<file path="config.mk">
export PLATFORM = sky130hd
export DESIGN_NAME = vmeter_display
export DESIGN_NICKNAME = d
export VERILOG_FILES = /design/src/rtl/vm_pkg.sv /design/src/rtl/vm_scan_ctrl.sv /design/src/rtl/vm_digit_path.sv /design/src/rtl/vmeter_display.sv
export SDC_FILE = /design/constraint.sdc
export NUM_CORES = 1
export LEC_CHECK = 0
export BUFFER_PORTS_ARGS = -buffer_cell sky130_fd_sc_hd__buf_2
export CORE_MARGIN = 5
export CORE_UTILIZATION = 48
export DETAILED_ROUTE_END_ITERATION = 8
export MAX_ROUTING_LAYER = met4
export PLACE_DENSITY = 0.81
export SLEW_MARGIN = 20
export SYNTH_ARGS = -nofsm -noshare
export SYNTH_HDL_FRONTEND = slang
export SYNTH_SLANG_ARGS = --single-unit
</file>
<file path="constraint.sdc">
create_clock -name clk -period 2.8 [get_ports clk]
set_input_delay 0.28 -clock clk [delete_from_list [all_inputs] [get_ports clk]]
set_output_delay 0.28 -clock clk [all_outputs]
set_load 0.02 [all_outputs]
</file>
<file path="src/rtl/vm_pkg.sv">
package vm_pkg;
  localparam int unsigned NUM_POS    = 6;
  localparam int unsigned POS_W      = 3;
  localparam int unsigned MAG_DIGITS = 4;
  localparam int unsigned MAG_FIRST  = NUM_POS - MAG_DIGITS;
  localparam int unsigned BCD_W      = 20;
  localparam logic [6:0]  SEG_ALL    = 7'h7F;
  localparam logic [6:0]  SEG_MINUS  = 7'h40;

  typedef struct packed {
    logic             live;
    logic             stepStb;
    logic [POS_W-1:0] pos;
  } scanCtl_t;

  function automatic logic [6:0] bcdToSeg(input logic [3:0] digit);
    logic [6:0] pat;
    case (digit)
      4'd0: pat = 7'h3F;
      4'd1: pat = 7'h06;
      4'd2: pat = 7'h5B;
      4'd3: pat = 7'h4F;
      4'd4: pat = 7'h66;
      4'd5: pat = 7'h6D;
      4'd6: pat = 7'h7D;
      4'd7: pat = 7'h07;
      4'd8: pat = 7'h7F;
      4'd9: pat = 7'h6F;
      default: pat = 7'h00;
    endcase
    return pat;
  endfunction
endpackage

</file>
<file path="src/rtl/vm_scan_ctrl.sv">
module vm_scan_ctrl
  import vm_pkg::*;
#(
  parameter int unsigned STEP_CYCLES = 50000
) (
  input  logic     clk,
  input  logic     rstN,
  output scanCtl_t ctl
);
  localparam int unsigned CNT_W = (STEP_CYCLES > 1) ? $clog2(STEP_CYCLES) : 1;
  localparam logic [CNT_W-1:0] LAST_CNT = CNT_W'(STEP_CYCLES - 1);
  localparam logic [POS_W-1:0] LAST_POS = POS_W'(NUM_POS - 1);

  logic [CNT_W-1:0] divCnt;
  logic             stepNow;
  logic             live;
  logic [POS_W-1:0] pos;

  assign stepNow = (divCnt == LAST_CNT);

  always_ff @(posedge clk or negedge rstN) begin
    if (!rstN) begin
      divCnt <= '0;
      live   <= 1'b0;
      pos    <= '0;
    end else begin
      divCnt <= stepNow ? '0 : divCnt + 1'b1;
      if (stepNow) begin
        live <= 1'b1;
        if (live) begin
          pos <= (pos == LAST_POS) ? '0 : pos + 1'b1;
        end
      end
    end
  end

  assign ctl.live    = live;
  assign ctl.stepStb = stepNow;
  assign ctl.pos     = pos;
endmodule

</file>
<file path="src/rtl/vm_digit_path.sv">
module vm_digit_path
  import vm_pkg::*;
(
  input  scanCtl_t           ctl,
  input  logic               overRange,
  input  logic               signNeg,
  input  logic [BCD_W-1:0]   magBcd,
  output logic [NUM_POS-1:0] digitSel,
  output logic [6:0]         segOut,
  output logic               dotOut
);
  logic [3:0] magNib [MAG_DIGITS];
  logic [3:0] curNib;

  for (genvar g = 0; g < NUM_POS; g++) begin : g_sel
    assign digitSel[g] = (ctl.pos == POS_W'(g));
  end

  for (genvar g = 0; g < MAG_DIGITS; g++) begin : g_nib
    assign magNib[g] = magBcd[(MAG_DIGITS-1-g)*4 +: 4];
  end

  always_comb begin
    curNib = 4'hF;
    for (int i = 0; i < MAG_DIGITS; i++) begin
      if (ctl.pos == POS_W'(MAG_FIRST + i)) curNib = magNib[i];
    end
  end

  always_comb begin
    segOut = '0;
    dotOut = 1'b0;
    if (ctl.live) begin
      if (ctl.pos == POS_W'(0)) begin
        segOut = overRange ? SEG_ALL : 7'h00;
      end else if (ctl.pos == POS_W'(1)) begin
        segOut = signNeg ? SEG_MINUS : 7'h00;
      end else begin
        segOut = bcdToSeg(curNib);
        dotOut = (ctl.pos == POS_W'(MAG_FIRST));
      end
    end
  end
endmodule

</file>
<file path="src/rtl/vmeter_display.sv">
module vmeter_display
  import vm_pkg::*;
#(
  parameter int unsigned STEP_CYCLES = 50000
) (
  input  logic        clk,
  input  logic        rstN,
  input  logic        overRange,
  input  logic        signNeg,
  input  logic [19:0] magBcd,
  output logic [5:0]  digitSel,
  output logic [6:0]  segOut,
  output logic        dotOut
);
  scanCtl_t scanCtl;

  vm_scan_ctrl #(.STEP_CYCLES(STEP_CYCLES)) u_ctrl (
    .clk  (clk),
    .rstN (rstN),
    .ctl  (scanCtl)
  );

  vm_digit_path u_path (
    .ctl       (scanCtl),
    .overRange (overRange),
    .signNeg   (signNeg),
    .magBcd    (magBcd),
    .digitSel  (digitSel),
    .segOut    (segOut),
    .dotOut    (dotOut)
  );
endmodule

</file>
After elaboration in Yosys (flattened, before gate mapping)
Memories as Yosys holds them, arrays and structs flattened. Cells that the tools add are included.

$add $sub $neg: 2. Equal/unequal tests: 6. Multiplexer cells: 14. Reduce and logical (&&, ||, !) cells: 2.

Operator list (number): $mux 7 (5); $add 16x1->16 const B (1); $eq 16x16->1 const B (1); $mux 16 (1); $mux 4 (4); $eq 3x2->1 const B (2); $eq 3x3->1 const B (2); $add 3x1->3 const B (1); $eq 3x1->1 const B (1); $logic_not 3->1 (1); $mux 1 (3); $mux 3 (1); $reduce_and 2->1 (1).

Register bits: 20. Bits in read-only memories: 112. Memories: 1.

Memory list: (no name shown) (words 16, bits a word 7, rd ports 1, clocked after Yosys merged registers in 0, write ports 0, line vm_pkg.sv:18) `case (digit)`.

Depth between registers and ports, before layout
An unclocked memory read counts as a cell.

Word-level depth: 9. Gate-level depth with buffers: 13. Gate-level depth less buffers: 10.

By module
From an unflattened synthesis, not the netlist that was laid out.

Cell total of the unflattened synthesis: 156. Area total of the unflattened synthesis: 1517.7 um2.

Modules (own cells, without submodules): vm_scan_ctrl (instances 1, cells an instance 83, area an instance 962.2 um2, seq. area each 500.5 um2); vm_digit_path (instances 1, cells an instance 73, area an instance 555.5 um2, seq. area each 0.0 um2).

Worst setup path before layout
Ideal clock, no wire load.

Path kind: register to output. Start point: reg u_ctrl.pos[0]. End point: out segOut[2]. Arrival: 3.083 ns. Required time: 2.520 ns. Setup slack: -0.563 ns. Cell stages (with the launch flop): 14. Cell sequence: dfrtp_1 -> buf_6 -> clkbuf_1 -> and2_1 -> ha_1 -> buf_6 -> nor4b_1 -> nor3_1 -> a31oi_1 -> inv_1 -> ha_1 -> nand3_1 -> nor3_1 -> a311oi_1.

Elaborated cells between the ends (all ways): 14.

RTL lines: from (decl) (line vm_scan_ctrl.sv:17) `logic [POS_W-1:0] pos;`; from (signal assigned) (line vm_scan_ctrl.sv:31) `pos <= (pos == LAST_POS) ? '0 : pos + 1'b1;`; $eq 3x2->1; via digitSel[3] (line vmeter_display.sv:11) `output logic [5:0] digitSel,`; $mux 4 (3 in a row) (line vm_digit_path.sv:26) `if (ctl.pos == POS_W'(MAG_FIRST + i)) curNib = magNib[i];`; $mem_v2 16x7; $mux 7 (line vm_digit_path.sv:36) `end else if (ctl.pos == POS_W'(1)) begin`; $mux 7 (line vm_digit_path.sv:34) `if (ctl.pos == POS_W'(0)) begin`; $mux 7 (line vm_digit_path.sv:33) `if (ctl.live) begin`; to (decl) (line vmeter_display.sv:12) `output logic [6:0] segOut,`.

The timed path passes the listed nets, and every way through them passes these cells.

Worst setup path after layout
Start point: reg u_ctrl.pos[1]. End point: out segOut[4].

Longest elaborated chain between the ends: 9. Elaborated cells between the ends (all ways): 14.

RTL lines (line): $eq 3x2->1 (vm_digit_path.sv:26); $mux 4 (4 in a row) (vm_digit_path.sv:26); $mem_v2 16x7; $mux 7 (vm_digit_path.sv:36); $mux 7 (*) (vm_digit_path.sv:34); $mux 7 (*) (vm_digit_path.sv:33).

Every way passes the cells marked *; elsewhere a longest branch is shown, timed or not.

==> flow_summary.json <==
{
  "status": "finished, final reports clean",
  "grt_max_degree": 21,
  "layout.nets": 242,
  "drtIter0Drc": 116,
  "cts_buffers": 3,
  "ant_nets": 0,
  "clk_pin_slew_ns": 0.12,
  "fmax_ghz": 0.366,
  "cp_data_required_time_ns": 2.52,
  "worstPathArrival_ns": 2.45,
  "total_power_mw": 0.556,
  "area_growth_pct": 36.2,
  "fin_util_pct": 67.5,
  "syn-cell-area_sq_um": 1490,
  "vias": 1403,
  "ys_seq_area_share_pct": 33.6,
  "period_share_pct": 97.7,
  "dieArea_sq_um": 4320,
  "ys_ff_latch": 20,
  "cts.sinks": 20,
  "io_buffers": 33,
  "synthCells": 166,
  "avgSynthCellArea_sq_um": 8.97,
  "max_slew_margin_pct": 71.0,
  "cts_tree": "built",
  "place_inst": 230,
  "ys_warn_count": 0,
  "tns_ns": 0,
  "hold_viol_final": 0,
  "grt_first_pass_wirelength_mm": 5.40,
  "diodes": 0,
  "drv_cap": 0,
  "fin_skew_ns": 0.00709,
  "grtUsageTotal_pct": 16.1,
  "rsz0062_at_grt": "true",
  "drt_wl_total_mm": 3.63,
  "wire_per_inst_microns": 14.9,
  "final_area_sq_um": 2030,
  "yosysUniqueCellTypes": 42,
  "timing_max_transition_violations_final": 0,
  "drc": 0,
  "place_area_sq_um": 1740,
  "grt_pass1_vias": 1278,
  "drive_gt1_share_pct": 41.0,
  "worstSetupPathType": "reg -> out",
  "instances_no_fill": 243,
  "rr_worst_depth": 5,
  "rows": 20,
  "hp-class": "in -> async",
  "io_pins": 38,
  "synthesis.nets": 197,
  "yosys_most_used_dff": "dfrtp_1",
  "synthArstFlopShare_pct": 100,
  "finalCriticalPeriod_ns": 2.73,
  "path_max_fanout": 7,
  "grtUsageMet1_pct": 19.5,
  "grt_overflow": 0,
  "use_met2_pct": 27.2,
  "initial_utilization_pct": 49.6,
  "drt_pass1_iterations": 4,
  "startpoint_type": "flop",
  "grt_use_met3_pct": 1.71,
  "avgViaCountPerCell": 5.77,
  "cts-root-buf": "clkbuf_4",
  "endpoint_kind": "output pin",
  "hpwl_mm": 2.37,
  "antenna_found_initial": 0,
  "htree_levels": 1,
  "tightestPinTransition_ns": 0.431,
  "place_congestion": 0.824,
  "busiest_layer": "met2",
  "die_y_microns": 65.7,
  "max-vdd-ir-drop_uv": 322,
  "core_area_sq_um": 3000,
  "fp.dieW_microns": 65.7,
  "clockBufferDepth": 2,
  "power_density_nw_per_um2": 274,
  "p_leak_nw": 0.906,
  "finalSetupViolCount": 0,
  "insertion_delay_ns": 0.32,
  "synth-edff-count": 0
}
[per-layer routing]
layer,wire length (microns),share of wire [%]
met1,1550,43
met4,61,1.7
met2,1870,52
met5,0,0
met3,140,3.9
[through the flow]
stage	hold slack (ns)	setup WS (ns)
4_1_cts	0.435	-0.0100
3_3_place_gp	0.243	0.285
5_1_grt	0.439	-0.0387
3_5_place_dp	0.256	0.277
2_1_floorplan	-0.0156	-0.0319
6_report	0.418	0.0653
[flip-flops by register name (all words and copies together), names as in the netlist]
signal	cells
u_ctrl.live	1
u_ctrl.divCnt	16
u_ctrl.pos	3
[synthesized netlist by cell type (all sizes together), types with 4 or more instances]
master  count  area share (%)
and2        5             2.3
buf         5             3.4
nor3        8             2.7
xor2        8             4.7
nand3      11             3.7
dfrtp      20              34
nand2      19             5.1
o21ai       6             2.0
nor2b       5             2.1
a31oi       5             2.1
ha          7             5.9
xnor2       4             2.4
a21oi       4             1.3
inv         5             1.3
nor2       11             2.8
[worst paths after layout]
kind | from | to | slack [ns]
max in group asynchronous | rstN | u_ctrl.divCnt[2] | 2.07
worst max register to register | u_ctrl.divCnt[7] | u_ctrl.pos[2] | 0.91
min in group clk | u_ctrl.divCnt[0] | u_ctrl.divCnt[0] | 0.50
worst min-delay path | rstN | u_ctrl.divCnt[12] | 0.42
worst min register to register | u_ctrl.divCnt[0] | u_ctrl.divCnt[0] | 0.50
worst max-delay path | u_ctrl.pos[1] | segOut[4] | 0.07
[worst max-delay path, cell delays in order (launching register included)]
cell	delay, ns
dfrtp_1	0.39
and2_4	0.17
ha_4	0.19
buf_6	0.13
or4b_4	0.49
nand3_4	0.13
nand3_2	0.10
a31o_2	0.21
a31oi_1	0.17
buf_4	0.17
[cell usage in the layout, fill, tap and decap left out, drive strengths merged, types with 3 or more instances in the layout]
cell type and n:
buf 47, dfrtp 20, nand2 19, nor2 11
nand3 11, xor2 8, nor3 8, ha 7
o21ai 6, nor2b 5, inv 5, and2 5
a31oi 5, xnor2 4, a21oi 4, nor3b 3
a211o 3, or3 3, nand2b 3, o2bb2ai 3
clkbuf 3, mux2 3
[cell type report]
| type | count | area [sq um] |
|---|---|---|
| Multi-Input combinational cell | 133 | 1110 |
| Fill cell | 237 | 975 |
| Sequential cell | 20 | 500 |
| Timing Repair Buffer | 48 | 309 |
| Tap cell | 33 | 41.3 |
| Clock inverter | 1 | 30.0 |
| Clock buffer | 3 | 22.5 |
| Inverter | 5 | 18.8 |
[where the power goes]
part           switching, mW  internal, mW  total (mW)  leakage (nW)
sequential                 0         0.289       0.289         0.265
clock                 0.0937         0.145       0.239        0.0279
combinational         0.0136        0.0149      0.0285         0.613
total                  0.107         0.449       0.556         0.906
[cells by family (layout without fill, tap and decap cells)]
logic type / count (synthesis) / count (layout) / synth area share [%]
simple gates: 81 / 81 / 30.8
compound gates: 28 / 28 / 13.4
flops: 20 / 20 / 33.6
buf+inv: 13 / 57 / 5.38
xor+xnor: 12 / 12 / 7.06
fa+ha+maj: 7 / 7 / 5.88
mux: 5 / 5 / 3.87
[what timing repair did]
item | CTS | global route
hold buffers | 1 | 0
pin swaps | 0 | 12
hold endpoints to repair | 20 | 0
cloned | 0 | 0
endpoints found under the setup margin | 2 | 7
setup buffers | 2 | 6
gates resized for setup | 4 | 34
Power figures use the tool's default switching activity.
